==> src/rtl/xlat_pkg.sv <==
package xlat_pkg;

    // How a fill request is placed into its set.
    typedef enum logic [1:0] {
        FILL_NONE  = 2'd0,
        FILL_MATCH = 2'd1,
        FILL_FREE  = 2'd2,
        FILL_EVICT = 2'd3
    } fill_kind_e;

endpackage

==> src/rtl/xlat_store.sv <==
module xlat_store #(
    parameter int SETS  = 4,
    parameter int WAYS  = 4,
    parameter int TAG_W = 6,
    parameter int PPN_W = 6,
    localparam int SET_W = $clog2(SETS),
    localparam int WAY_W = $clog2(WAYS)
) (
    input  logic                         clk,
    input  logic                         rst_n,
    input  logic                         flush,
    input  logic                         wr_en,
    input  logic [SET_W-1:0]             wr_set,
    input  logic [WAY_W-1:0]             wr_way,
    input  logic [TAG_W-1:0]             wr_tag,
    input  logic [PPN_W-1:0]             wr_ppn,
    input  logic [SET_W-1:0]             a_set,
    output logic [WAYS-1:0]              a_valid,
    output logic [WAYS-1:0][TAG_W-1:0]   a_tag,
    output logic [WAYS-1:0][PPN_W-1:0]   a_ppn,
    input  logic [SET_W-1:0]             b_set,
    output logic [WAYS-1:0]              b_valid,
    output logic [WAYS-1:0][TAG_W-1:0]   b_tag
);

    logic [SETS-1:0][WAYS-1:0]             valid_q;
    logic [SETS-1:0][WAYS-1:0][TAG_W-1:0]  tag_q;
    logic [SETS-1:0][WAYS-1:0][PPN_W-1:0]  ppn_q;

    for (genvar s = 0; s < SETS; s++) begin : g_set
        for (genvar w = 0; w < WAYS; w++) begin : g_way
            logic sel;
            assign sel = wr_en && !flush
                         && (wr_set == SET_W'(s)) && (wr_way == WAY_W'(w));

            always_ff @(posedge clk) begin
                if (!rst_n) begin
                    valid_q[s][w] <= 1'b0;
                end else if (flush) begin
                    valid_q[s][w] <= 1'b0;
                end else if (sel) begin
                    valid_q[s][w] <= 1'b1;
                end
            end

            always_ff @(posedge clk) begin
                if (sel) begin
                    tag_q[s][w] <= wr_tag;
                    ppn_q[s][w] <= wr_ppn;
                end
            end
        end
    end

    always_comb begin
        a_valid = valid_q[a_set];
        a_tag   = tag_q[a_set];
        a_ppn   = ppn_q[a_set];
        b_valid = valid_q[b_set];
        b_tag   = tag_q[b_set];
    end

    // Without a write or a flush, no valid bit may move.
    p_valid_hold_r4: assert property (@(posedge clk) disable iff (!rst_n)
        (!wr_en && !flush) |=> $stable(valid_q));

    // A write touches no set other than its own.
    p_other_sets_r10: assert property (@(posedge clk) disable iff (!rst_n)
        (wr_en && !flush && wr_set != SET_W'(0)) |=> $stable(valid_q[0]));

endmodule

==> src/rtl/xlat_match.sv <==
module xlat_match #(
    parameter int WAYS  = 4,
    parameter int TAG_W = 6,
    parameter int PPN_W = 6
) (
    input  logic [WAYS-1:0]             valid,
    input  logic [WAYS-1:0][TAG_W-1:0]  tags,
    input  logic [WAYS-1:0][PPN_W-1:0]  ppns,
    input  logic [TAG_W-1:0]            req_tag,
    output logic [WAYS-1:0]             hit_vec,
    output logic                        hit,
    output logic [PPN_W-1:0]            ppn
);

    for (genvar w = 0; w < WAYS; w++) begin : g_cmp
        assign hit_vec[w] = valid[w] && (tags[w] == req_tag);
    end

    always_comb begin
        ppn = '0;
        for (int w = 0; w < WAYS; w++) begin
            ppn = ppn | (ppns[w] & {PPN_W{hit_vec[w]}});
        end
    end

    assign hit = |hit_vec;

endmodule

==> src/rtl/xlat_victim.sv <==
module xlat_victim
    import xlat_pkg::*;
#(
    parameter int SETS = 4,
    parameter int WAYS = 4,
    localparam int SET_W = $clog2(SETS),
    localparam int WAY_W = $clog2(WAYS)
) (
    input  logic               clk,
    input  logic               rst_n,
    input  logic               flush,
    input  logic               fill_en,
    input  logic [SET_W-1:0]   set_sel,
    input  logic [WAYS-1:0]    set_valid,
    input  logic [WAYS-1:0]    set_match,
    output logic [WAY_W-1:0]   way,
    output fill_kind_e         kind
);

    logic [SETS-1:0][WAY_W-1:0] ptr_q;
    logic [WAY_W-1:0]           cur_ptr;
    logic [WAY_W-1:0]           free_way;
    logic [WAY_W-1:0]           match_way;

    assign cur_ptr = ptr_q[set_sel];

    always_comb begin
        free_way = '0;
        for (int w = WAYS - 1; w >= 0; w--) begin
            if (!set_valid[w]) free_way = WAY_W'(w);
        end
    end

    always_comb begin
        match_way = '0;
        for (int w = 0; w < WAYS; w++) begin
            if (set_match[w]) match_way = WAY_W'(w);
        end
    end

    always_comb begin
        if (!fill_en)          kind = FILL_NONE;
        else if (|set_match)   kind = FILL_MATCH;
        else if (!(&set_valid)) kind = FILL_FREE;
        else                   kind = FILL_EVICT;
    end

    always_comb begin
        unique case (kind)
            FILL_NONE:  way = '0;
            FILL_MATCH: way = match_way;
            FILL_FREE:  way = free_way;
            FILL_EVICT: way = cur_ptr;
            default:    way = '0;
        endcase
    end

    for (genvar s = 0; s < SETS; s++) begin : g_ptr
        always_ff @(posedge clk) begin
            if (!rst_n) begin
                ptr_q[s] <= '0;
            end else if (flush) begin
                ptr_q[s] <= '0;
            end else if (kind == FILL_EVICT && set_sel == SET_W'(s)) begin
                ptr_q[s] <= ptr_q[s] + 1'b1;
            end
        end
    end

    // An eviction steps its set's pointer by one.
    p_rr_step_r6: assert property (@(posedge clk) disable iff (!rst_n)
        (kind == FILL_EVICT && !flush) |=>
            ptr_q[$past(set_sel)] == WAY_W'($past(cur_ptr) + 1'b1));

    // Other fills leave the pointer alone.
    p_rr_hold_r7: assert property (@(posedge clk) disable iff (!rst_n)
        ((kind == FILL_MATCH || kind == FILL_FREE) && !flush) |=>
            ptr_q[$past(set_sel)] == $past(cur_ptr));

    // A free fill lands on an invalid way.
    p_free_pick_r5: assert property (@(posedge clk) disable iff (!rst_n)
        (kind == FILL_FREE) |-> !set_valid[way]);

    // A flush clears every pointer.
    p_ptr_clear_r8: assert property (@(posedge clk) disable iff (!rst_n)
        flush |=> (ptr_q == '0));

endmodule

==> src/rtl/xlat_cache.sv <==
module xlat_cache
    import xlat_pkg::*;
#(
    parameter int VPN_W = 8,
    parameter int PPN_W = 6,
    parameter int SETS  = 4,
    parameter int WAYS  = 4,
    localparam int SET_W = $clog2(SETS),
    localparam int WAY_W = $clog2(WAYS),
    localparam int TAG_W = VPN_W - SET_W
) (
    input  logic              clk,
    input  logic              rst_n,
    input  logic              flush_all,
    input  logic [VPN_W-1:0]  lk_vpn,
    output logic              lk_hit,
    output logic [PPN_W-1:0]  lk_ppn,
    input  logic              fill_en,
    input  logic [VPN_W-1:0]  fill_vpn,
    input  logic [PPN_W-1:0]  fill_ppn
);

    logic [SET_W-1:0]            lk_set, fl_set;
    logic [TAG_W-1:0]            lk_tag, fl_tag;
    logic [WAYS-1:0]             lk_valid, fl_valid;
    logic [WAYS-1:0][TAG_W-1:0]  lk_tags, fl_tags;
    logic [WAYS-1:0][PPN_W-1:0]  lk_ppns;
    logic [WAYS-1:0]             lk_hvec, fl_hvec;
    logic                        fl_hit;
    logic [PPN_W-1:0]            fl_ppn_unused;
    logic                        wr_go;
    logic [WAY_W-1:0]            wr_way;
    fill_kind_e                  wr_kind;

    assign lk_set = lk_vpn[SET_W-1:0];
    assign lk_tag = lk_vpn[VPN_W-1:SET_W];
    assign fl_set = fill_vpn[SET_W-1:0];
    assign fl_tag = fill_vpn[VPN_W-1:SET_W];
    assign wr_go  = fill_en && !flush_all;

    xlat_store #(.SETS(SETS), .WAYS(WAYS), .TAG_W(TAG_W), .PPN_W(PPN_W)) u_store (
        .clk     (clk),
        .rst_n   (rst_n),
        .flush   (flush_all),
        .wr_en   (wr_go),
        .wr_set  (fl_set),
        .wr_way  (wr_way),
        .wr_tag  (fl_tag),
        .wr_ppn  (fill_ppn),
        .a_set   (lk_set),
        .a_valid (lk_valid),
        .a_tag   (lk_tags),
        .a_ppn   (lk_ppns),
        .b_set   (fl_set),
        .b_valid (fl_valid),
        .b_tag   (fl_tags)
    );

    xlat_match #(.WAYS(WAYS), .TAG_W(TAG_W), .PPN_W(PPN_W)) u_lk_match (
        .valid   (lk_valid),
        .tags    (lk_tags),
        .ppns    (lk_ppns),
        .req_tag (lk_tag),
        .hit_vec (lk_hvec),
        .hit     (lk_hit),
        .ppn     (lk_ppn)
    );

    xlat_match #(.WAYS(WAYS), .TAG_W(TAG_W), .PPN_W(PPN_W)) u_fl_match (
        .valid   (fl_valid),
        .tags    (fl_tags),
        .ppns    ('0),
        .req_tag (fl_tag),
        .hit_vec (fl_hvec),
        .hit     (fl_hit),
        .ppn     (fl_ppn_unused)
    );

    xlat_victim #(.SETS(SETS), .WAYS(WAYS)) u_victim (
        .clk       (clk),
        .rst_n     (rst_n),
        .flush     (flush_all),
        .fill_en   (wr_go),
        .set_sel   (fl_set),
        .set_valid (fl_valid),
        .set_match (fl_hvec),
        .way       (wr_way),
        .kind      (wr_kind)
    );

    // Never two matching ways in the looked-up set.
    p_single_match_r7: assert property (@(posedge clk) disable iff (!rst_n)
        $onehot0(lk_hvec));

    // A tag match on the fill side must be classified as an overwrite.
    p_match_kind_r7: assert property (@(posedge clk) disable iff (!rst_n)
        (wr_go && fl_hit) |-> (wr_kind == FILL_MATCH));

    // A miss drives no page number.
    p_miss_zero_r3: assert property (@(posedge clk) disable iff (!rst_n)
        !lk_hit |-> (lk_ppn == '0));

    // After a flush nothing hits.
    p_flush_empty_r8: assert property (@(posedge clk) disable iff (!rst_n)
        flush_all |=> !lk_hit);

    // A completed fill is visible on the next lookup of that page.
    p_fill_visible_r4: assert property (@(posedge clk) disable iff (!rst_n)
        wr_go |=> (lk_vpn != $past(fill_vpn))
                  || (lk_hit && lk_ppn == $past(fill_ppn)));

endmodule

==> config.mk <==
export PLATFORM = sky130hd
export DESIGN_NAME = xlat_cache
export DESIGN_NICKNAME = d
export VERILOG_FILES = /design/src/rtl/xlat_pkg.sv /design/src/rtl/xlat_store.sv /design/src/rtl/xlat_match.sv /design/src/rtl/xlat_victim.sv /design/src/rtl/xlat_cache.sv
export SDC_FILE = /design/constraint.sdc
export NUM_CORES = 1
export LEC_CHECK = 0
export ABC_AREA = 1
export BUFFER_PORTS_ARGS = -buffer_cell sky130_fd_sc_hd__buf_2
export CELL_PAD_IN_SITES_DETAIL_PLACEMENT = 0
export CELL_PAD_IN_SITES_GLOBAL_PLACEMENT = 1
export CORE_UTILIZATION = 45
export CTS_BUF_LIST = sky130_fd_sc_hd__clkbuf_8
export DETAILED_ROUTE_END_ITERATION = 10
export GPL_ROUTABILITY_DRIVEN = 1
export PLACE_DENSITY = 0.82
export SYNTH_ARGS = -nofsm -noshare
export SYNTH_HDL_FRONTEND = slang
export SYNTH_HIERARCHICAL = 1
export SYNTH_SLANG_ARGS = --single-unit
==> constraint.sdc <==
create_clock -name clk -period 3.7 [get_ports clk]
set_clock_uncertainty 0.2 [all_clocks]
set_input_delay 0.74 -clock clk [delete_from_list [all_inputs] [get_ports clk]]
set_output_delay 0.74 -clock clk [all_outputs]
set_load 0.01 [all_outputs]
==> Word-level counts from Yosys, hierarchy flattened <==
Cells that the tools add are included.
{ "word_totals": {"register_bits": 216, "input_bits": 26, "output_inout_bits": 7, "elab_cells": 148} }
{ "op_classes": {"order_cmp": 2, "bitwise_logic": 8, "n_reduce_logical": 42, "muxes": 23, "add_sub_neg": 4, "eq_ne": 17} }
{ "ops": {"columns": ["cell", "count"], "rows": [
  ["binary-select mux 24 bit (select 2 bit)", 3],
  ["two-way mux 24 bit", 3],
  ["equality test 6 bit", 8],
  ["logical AND 1 bit", 34],
  ["AND 6 bit", 4],
  ["two-way mux 2 bit", 9],
  ["OR 6 bit", 3],
  ["binary-select mux 4 bit (select 2 bit)", 2],
  ["equality test 2 bit, second input constant", 6],
  ["adder 2 x 1 -> 2 bit, second input constant", 4],
  ["two-way mux 4 bit", 2],
  ["one-hot mux 2 bit (4 select lines)", 1],
  ["OR reduction 4 bit", 2],
  ["equality test 2 x 1 -> 1 bit, second input constant", 3],
  ["logical NOT 2 bit", 3],
  ["less-than comparator 2 x 3 -> 1 bit, second input constant", 2],
  ["binary-select mux 2 bit (select 2 bit)", 1],
  ["AND reduction 4 bit", 1],
  ["two-way mux 1 bit", 2],
  ["OR reduction 2 bit", 1],
  ["logical NOT 1 bit", 1],
  ["inverter 1 bit", 1]
]} }

==> Logic depth before layout (Yosys ltp) <==
Gate-level depths: netlist of run 1.
{ "depth": {"word_depth": 11, "mapped_depth": 24, "mapped_depth_nobuf": 22} }

==> By module <==
The synthesis of run 1 kept the hierarchy.
{ "by_module_without_submodules": {"columns": ["mod", "seq_area_each_um2", "area_per_inst_um2", "cells_each", "n_inst"], "rows": [
  ["xlat_store", 6085.8, 8996.1, 866, 1],
  ["xlat_match", 0.0, 807.0, 170, 2],
  ["xlat_victim", 160.2, 606.8, 103, 1],
  ["xlat_cache", 0.0, 13.8, 3, 1]
]} }

==> Worst setup path after synthesis of run 1 <==
Ideal clock, no wire load.
{ "synth_path": {"path_type": "input-to-reg", "startpoint": "input port fill_vpn[1]", "endpoint": "register u_store/ppn_q[10] (netlist name), enable pin", "arrival_ns": 3.166, "setup_ns": 0.344, "required_ns": 3.156, "n_path_buf": 2, "stages": 21, "slack_ns": -0.010, "cell_sequence": "clkbuf_1 inv_1 buf_1 nand2_1 nand2_1 inv_1 nand2_1 nand2_1 nand2_1 nor2_8 nand2_1 inv_1 nor2_1 nand3_2 nor2_8 nand3_1 nand4_1 inv_1 nor2_1 nand3_1 inv_1"} }
{ "synth_lines": {"columns": ["element", "line", "rtl"], "rows": [
  ["start, declared", "xlat_cache.sv:19", "input logic [VPN_W-1:0] fill_vpn,"],
  ["end signal, assigned by index", "xlat_store.sv:49", "ppn_q[s][w] <= wr_ppn;"],
  ["end, declared", "xlat_store.sv:28", "logic [SETS-1:0][WAYS-1:0][PPN_W-1:0] ppn_q;"]
]} }

==> results.sh, run 1 <==
export IMPL_postCtsSetupBuffers=0
export IMPL_intPower_mw=3.91
export IMPL_final_cell_mix="nand2_1, edfxtp_1, inv_1, o21ai_0, nor2_1"
export IMPL_path_buf_inv=6
export IMPL_wl_per_cell_um=17.0
export IMPL_timing_rr_end="u_store/tag_q[60]$_DFFE_PP_"
export IMPL_clock_latency_ns=0.55
export IMPL_final_common_cell="nand2_1"
export IMPL_layout_nets=1372
export IMPL_gp_congestion=0.864
export IMPL_path_cells="buf_2, inv_4, buf_4, nand2_1, o211ai_1, nand2_1, inv_1, nand2_1, nand2_1, nand2_1, nor2_4, nand3_1, nand2_1, clkinv_1, nand2_2, buf_2"
export IMPL_leakagePower_nw=5.49
export IMPL_die_x_um=158
export IMPL_pre_cts_slack_ns=-0.245
export IMPL_diodes=0
export IMPL_cp_common_cell="nand2_1"
export IMPL_syn_num_nets=1278
export IMPL_worstHoldEndpoint="u_victim/ptr_q[0]$_SDFFE_PP0P_"
export IMPL_drv_slew=0
export IMPL_critical_path_class="input pin to output pin"
export IMPL_hold_class="flop to flop"
export IMPL_drv_cap=0
export IMPL_switching_share_pct=25.4
export IMPL_required_ns=2.76
export IMPL_slew_headroom_pct=46.3
export IMPL_antenna_found_initial=0
export IMPL_grt_setup_unrepaired="no"
export IMPL_syn2layout_area_growth_pct=17.2
export IMPL_ant_nets=0
export IMPL_hold_start="u_victim/ptr_q[0]$_SDFFE_PP0P_"
export IMPL_setup_violations=0
export IMPL_syn_inst=1252
export IMPL_drive_above_1_share_pct=15.8
export IMPL_fp_coreArea_um2=23700
export IMPL_cts_tree="yes"
export IMPL_cp_top_family="simple AND/OR/NAND/NOR gates"
export IMPL_hold_violations=0
export IMPL_n_fill_cell=2215
export IMPL_p_per_area_nw_per_um2=408
export IMPL_vias=8649
export IMPL_crit_slowest_cell="buf_4"
export IMPL_path_clk_slew_ns=0.06
export IMPL_final_util_pct=54.2
export IMPL_clock_path_buffers=3
export IMPL_grt_max_degree=44
export IMPL_timing_final_ws_setup_ns=0.180
export IMPL_die_h_um=158
export IMPL_p_seq_share_pct=50.8
export IMPL_p_comb_share_pct=9.9
export IMPL_routed_via_density=5.11
export IMPL_hold_depth=2
export IMPL_avgSynthCellArea_um2=8.75
export IMPL_start_util_pct=46.3
export IMPL_r2r_slack_ns=0.35
export IMPL_die_area_um2=25000
export IMPL_finalPower_mw=5.24
export IMPL_grt_pass1_wl_um=44300
export IMPL_min_period_ns=3.52
export IMPL_overflow=0
export IMPL_synth_area_um2=11000
export IMPL_start_kind="input pin"
export IMPL_clock_sinks=216
export IMPL_drtPass1Iterations=5
export IMPL_finalCritPeriodShare_pct=95.1
export IMPL_path_max_fanout=16
export IMPL_grtUsageTotal_pct=23.9
export IMPL_cts_root_buf="clkbuf_8"
export IMPL_rr_worst_depth=19
export IMPL_ir_worst_vdd_mv=0.288
export IMPL_io_pins=33
export IMPL_hpwl_um=20200
export IMPL_status="finished clean"
export IMPL_fp_row_count=56
export IMPL_h_tree_depth=2
export IMPL_fmax_mhz=284
export IMPL_clock_power_share_pct=39.3
export IMPL_drc=0
export IMPL_cts_buffers=37
export IMPL_cp_data_arrival_time_ns=2.58
export IMPL_critPathCaptureType="output pin"
export IMPL_port_buffers=32
export IMPL_wl_um=28800
export IMPL_p_sw_mw=1.33
export IMPL_synth_warnings=6
export IMPL_grt_pass1_vias=7889
export IMPL_drt_iter0_drc=784
export IMPL_worstMarginPinSlew_ns=0.805
export IMPL_max_stage_delay_ns=0.26
export IMPL_worstReg2RegStart="u_store/valid_q[4]$_SDFFE_PP0P_"
## flip-flops by register name (all words and copies together) (netlist names)
signal	count
u_victim/ptr_q	8
u_store/ppn_q	96
u_store/valid_q	16
u_store/tag_q	96
## what timing repair did
item | CTS | global route
resized for setup | 1 | 2
cloned | 0 | 0
setup endpoints to repair | 6 | 6
hold buffers | 0 | 0
endpoints found under the hold margin | 0 | 0
## area by class of cell
cell class / count / area, um^2 / share of cell area (%)
Sequential cell: 216 / 6250 / 48.6
Clock buffer: 37 / 509 / 3.96
Tap cell: 319 / 399 / 3.11
Clock inverter: 30 / 196 / 1.53
Inverter: 192 / 733 / 5.71
Multi-Input combinational cell: 791 / 3740 / 29.1
Timing Repair Buffer: 108 / 1020 / 7.95
## power groups by stage
stage               Sequential, mW  Combinational, mW  Clock (mW)
floorplan                     2.71              0.306           0
global placement              2.71              0.510           0
detailed placement            2.71              0.515           0
CTS                           2.66              0.518        2.12
global route                  2.66              0.573        2.21
finish                        2.66              0.518        2.06
## stage by stage
stage,setup TNS (ns),std cells,area (um^2),hold slack (ns)
after floorplan,0,1252,11000,0.221
after global placement,-30.02,1626,12100,0.232
after detailed placement,-33.49,1626,12100,0.232
after CTS,0,1693,12800,0.242
after global routing,0,1693,12800,0.250
final,0,1693,12800,0.242
## tightest hold or removal path, stage by stage, from the launching register on
cell	delay, ns
dfxtp_1	0.31
inv_1	0.04
a21oi_1	0.05
## how the worst max path moves through the flow
stage / to / startpoint / slack (ns) / cells past startpoint
floorplan: u_store/ppn_q[10]$_DFFE_PP_ / fill_vpn[1] / 0.04 / 21
global placement: u_store/ppn_q[63]$_DFFE_PP_ / fill_vpn[0] / -0.22 / 20
detailed placement: u_store/ppn_q[60]$_DFFE_PP_ / fill_vpn[0] / -0.24 / 20
CTS: lk_ppn[4] / lk_vpn[1] / 0.10 / 16
global route: lk_ppn[4] / lk_vpn[0] / 0.02 / 16
finish: lk_ppn[4] / lk_vpn[0] / 0.18 / 16
## per-layer routing
metal	vias up	global-route usage [%]	wire length [um]
met3	36	3.72	1970
met4	0	6.04	502
met2	269	38.4	13200
li1	4309	-	-
met5	-	0	0
met1	4035	33.9	13100
Note: power is estimated with default switching activity, not from simulation.
==> inputs of run 2 (changes only) <==
- PLACE_DENSITY: 0.82 -> not set
- PLACE_DENSITY_LB_ADDON: not set -> 0.1
==> run 2 against run 1 <==
Net effect:
- critical path depth fell by 2
- final cell count rose by 0.53%
- wire length rose by 5.6%
- non-clock buffer count rose by 5
- design area rose by 0.94%
- global-route usage rose by 0.89 points
- clock-buffer cell count rose by 4
- sequential cell count did not move
- first-iteration DRC count fell by 15%
- clock power barely moved
- largest cell class unchanged
==> results.sh, run 2 (synthesis gave the netlist of run 1 again) <==
export IMPL_cts_buffers=40
export IMPL_dp_cells=1629
export IMPL_top_regs="u_store/ppn_q x96, u_store/tag_q x96, u_store/valid_q x16"
export IMPL_die_x_um=158
export IMPL_antenna_found_initial=0
export IMPL_drt_iter0_drc=669
export IMPL_fp_row_count=56
export IMPL_routed_via_density=5.11
export IMPL_critical_path_class="input pin to output pin"
export IMPL_diodes=0
export IMPL_wl_per_cell_um=17.9
export IMPL_required_ns=2.76
export IMPL_seq_area_um2=6250
export IMPL_rr_worst_depth=21
export IMPL_postCtsSetupBuffers=0
export IMPL_p_per_area_nw_per_um2=406
export IMPL_cp_data_arrival_time_ns=2.59
export IMPL_max_stage_delay_ns=0.23
export IMPL_drtPass1Iterations=5
export IMPL_die_h_um=158
export IMPL_syn2layout_area_growth_pct=18.3
export IMPL_hold_class="flop to flop"
export IMPL_io_pins=33
export IMPL_pre_cts_slack_ns=-0.276
export IMPL_clock_latency_ns=0.53
export IMPL_path_clk_slew_ns=0.05
export IMPL_hold_violations=0
export IMPL_min_period_ns=3.53
export IMPL_critPathCaptureType="output pin"
export IMPL_fp_coreArea_um2=23700
export IMPL_hold_start="u_victim/ptr_q[0]$_SDFFE_PP0P_"
export IMPL_tns_ns=0
export IMPL_clock_path_buffers=3
export IMPL_gp_congestion=0.856
export IMPL_h_tree_depth=2
export IMPL_hpwl_um=20800
export IMPL_drive_above_1_share_pct=16.5
export IMPL_final_common_cell="nand2_1"
export IMPL_drv_slew=0
export IMPL_timing_rr_end="u_store/tag_q[34]$_DFFE_PP_"
export IMPL_grt_max_degree=52
export IMPL_setup_violations=0
export IMPL_vias=8692
export IMPL_grt_pass1_wl_um=45900
export IMPL_r2r_slack_ns=0.58
export IMPL_finalPower_mw=5.27
export IMPL_worstReg2RegStart="u_store/tag_q[64]$_DFFE_PP_"
export IMPL_cts_tree="yes"
export IMPL_multi_input_area_um2=3750
export IMPL_grtUsageTotal_pct=24.8
export IMPL_port_buffers=32
export IMPL_n_fill_cell=2252
export IMPL_clock_sinks=216
export IMPL_start_util_pct=46.3
export IMPL_drc=0
export IMPL_drv_cap=0
export IMPL_start_kind="input pin"
export IMPL_crit_slowest_cell="nor2_4"
export IMPL_fmax_mhz=283
export IMPL_path_cells="clkbuf_4, inv_6, clkbuf_16, a21oi_1, o21ai_0, nand2_1, a21boi_2, nand2_1, nor2_4, nand3_1, nand2_2, clkinv_1, nand2_2, buf_2"
export IMPL_slew_headroom_pct=53.6
export IMPL_finalCritPeriodShare_pct=95.3
export IMPL_die_area_um2=25000
export IMPL_grt_pass1_vias=8270
export IMPL_layout_nets=1380
export IMPL_leakagePower_nw=5.54
export IMPL_instances_no_fill=1702
export IMPL_path_max_fanout=24
export IMPL_grt_setup_unrepaired="no"
export IMPL_overflow=0
export IMPL_ant_nets=0
export IMPL_worstHoldEndpoint="u_victim/ptr_q[0]$_SDFFE_PP0P_"
export IMPL_status="finished clean"
export IMPL_ir_worst_vdd_mv=0.314
export IMPL_timing_final_ws_setup_ns=0.172
export IMPL_final_cell_mix="nand2_1, edfxtp_1, inv_1, o21ai_0, nor2_1"
export IMPL_cts_root_buf="clkbuf_8"
export IMPL_worstMarginPinSlew_ns=0.695
export IMPL_wl_um=30400
export IMPL_hold_depth=2
run 2: cell count changes in the layout (fill, tap and decap cells not counted), moves of 2 or more:
cell / delta
clkbuf_8: +4
buf_12: -2
buf_16: +2
clkbuf_16: +2
inv_8: -2
nand2_1: -2
nand2_2: +2
run 2: worst max path at each step:
stage,to,startpoint
floorplan,u_store/ppn_q[10]$_DFFE_PP_,fill_vpn[1]
global placement,u_store/ppn_q[88]$_DFFE_PP_,fill_vpn[0]
detailed placement,u_store/ppn_q[87]$_DFFE_PP_,fill_vpn[0]
CTS,lk_ppn[2],lk_vpn[1]
global route,u_store/tag_q[27]$_DFFE_PP_,fill_vpn[0]
finish,lk_ppn[4],lk_vpn[0]
run 2: final cells by class:
cell class              instances  share of cell area, %
repair buffers                113                   8.66
inverters                     192                   5.66
clock buffers                  41                   4.35
clock inverters                30                   1.16
flip-flops and latches        216                   48.2
multi-input cells             791                   28.9
well taps                     319                   3.08
run 2: layer usage:
layer,wire [um],vias to the layer above,global-route usage [%]
li1,-,4328,-
met1,14500,4119,35.1
met2,13800,199,40.0
met3,1450,46,3.23
met4,561,0,6.96
met5,0,-,0
run 2: metrics by stage:
stage	utilization (%)	hold slack, ns	area (um^2)
floorplan	-	0.221	11000
global placement	51.3	0.228	12200
detailed placement	51.3	0.232	12200
CTS	54.3	0.241	12900
global route	54.7	0.286	13000
finish	54.7	0.239	13000
run 2: worst max-delay path, delay by kind of cell:
kind | cells | cell delay [ns]
AOI/OAI and AO/OA | 3 | 0.43
buffers and inverters | 5 | 0.64
and+or+nand+nor | 6 | 0.78
run 2: repair_timing:
item / CTS / global route
resized for setup: 0 / 15
hold buffers: 0 / 0
endpoints found under the setup margin: 0 / 55
run 2: where the power goes:
part / internal [mW] / total, mW / leakage [nW] / switching [mW]
registers: 2.66 / 2.66 / 1.92 / 0.00206
logic: 0.173 / 0.541 / 3.21 / 0.368
clock network: 1.09 / 2.07 / 0.407 / 0.971
total: 3.93 / 5.27 / 5.54 / 1.34
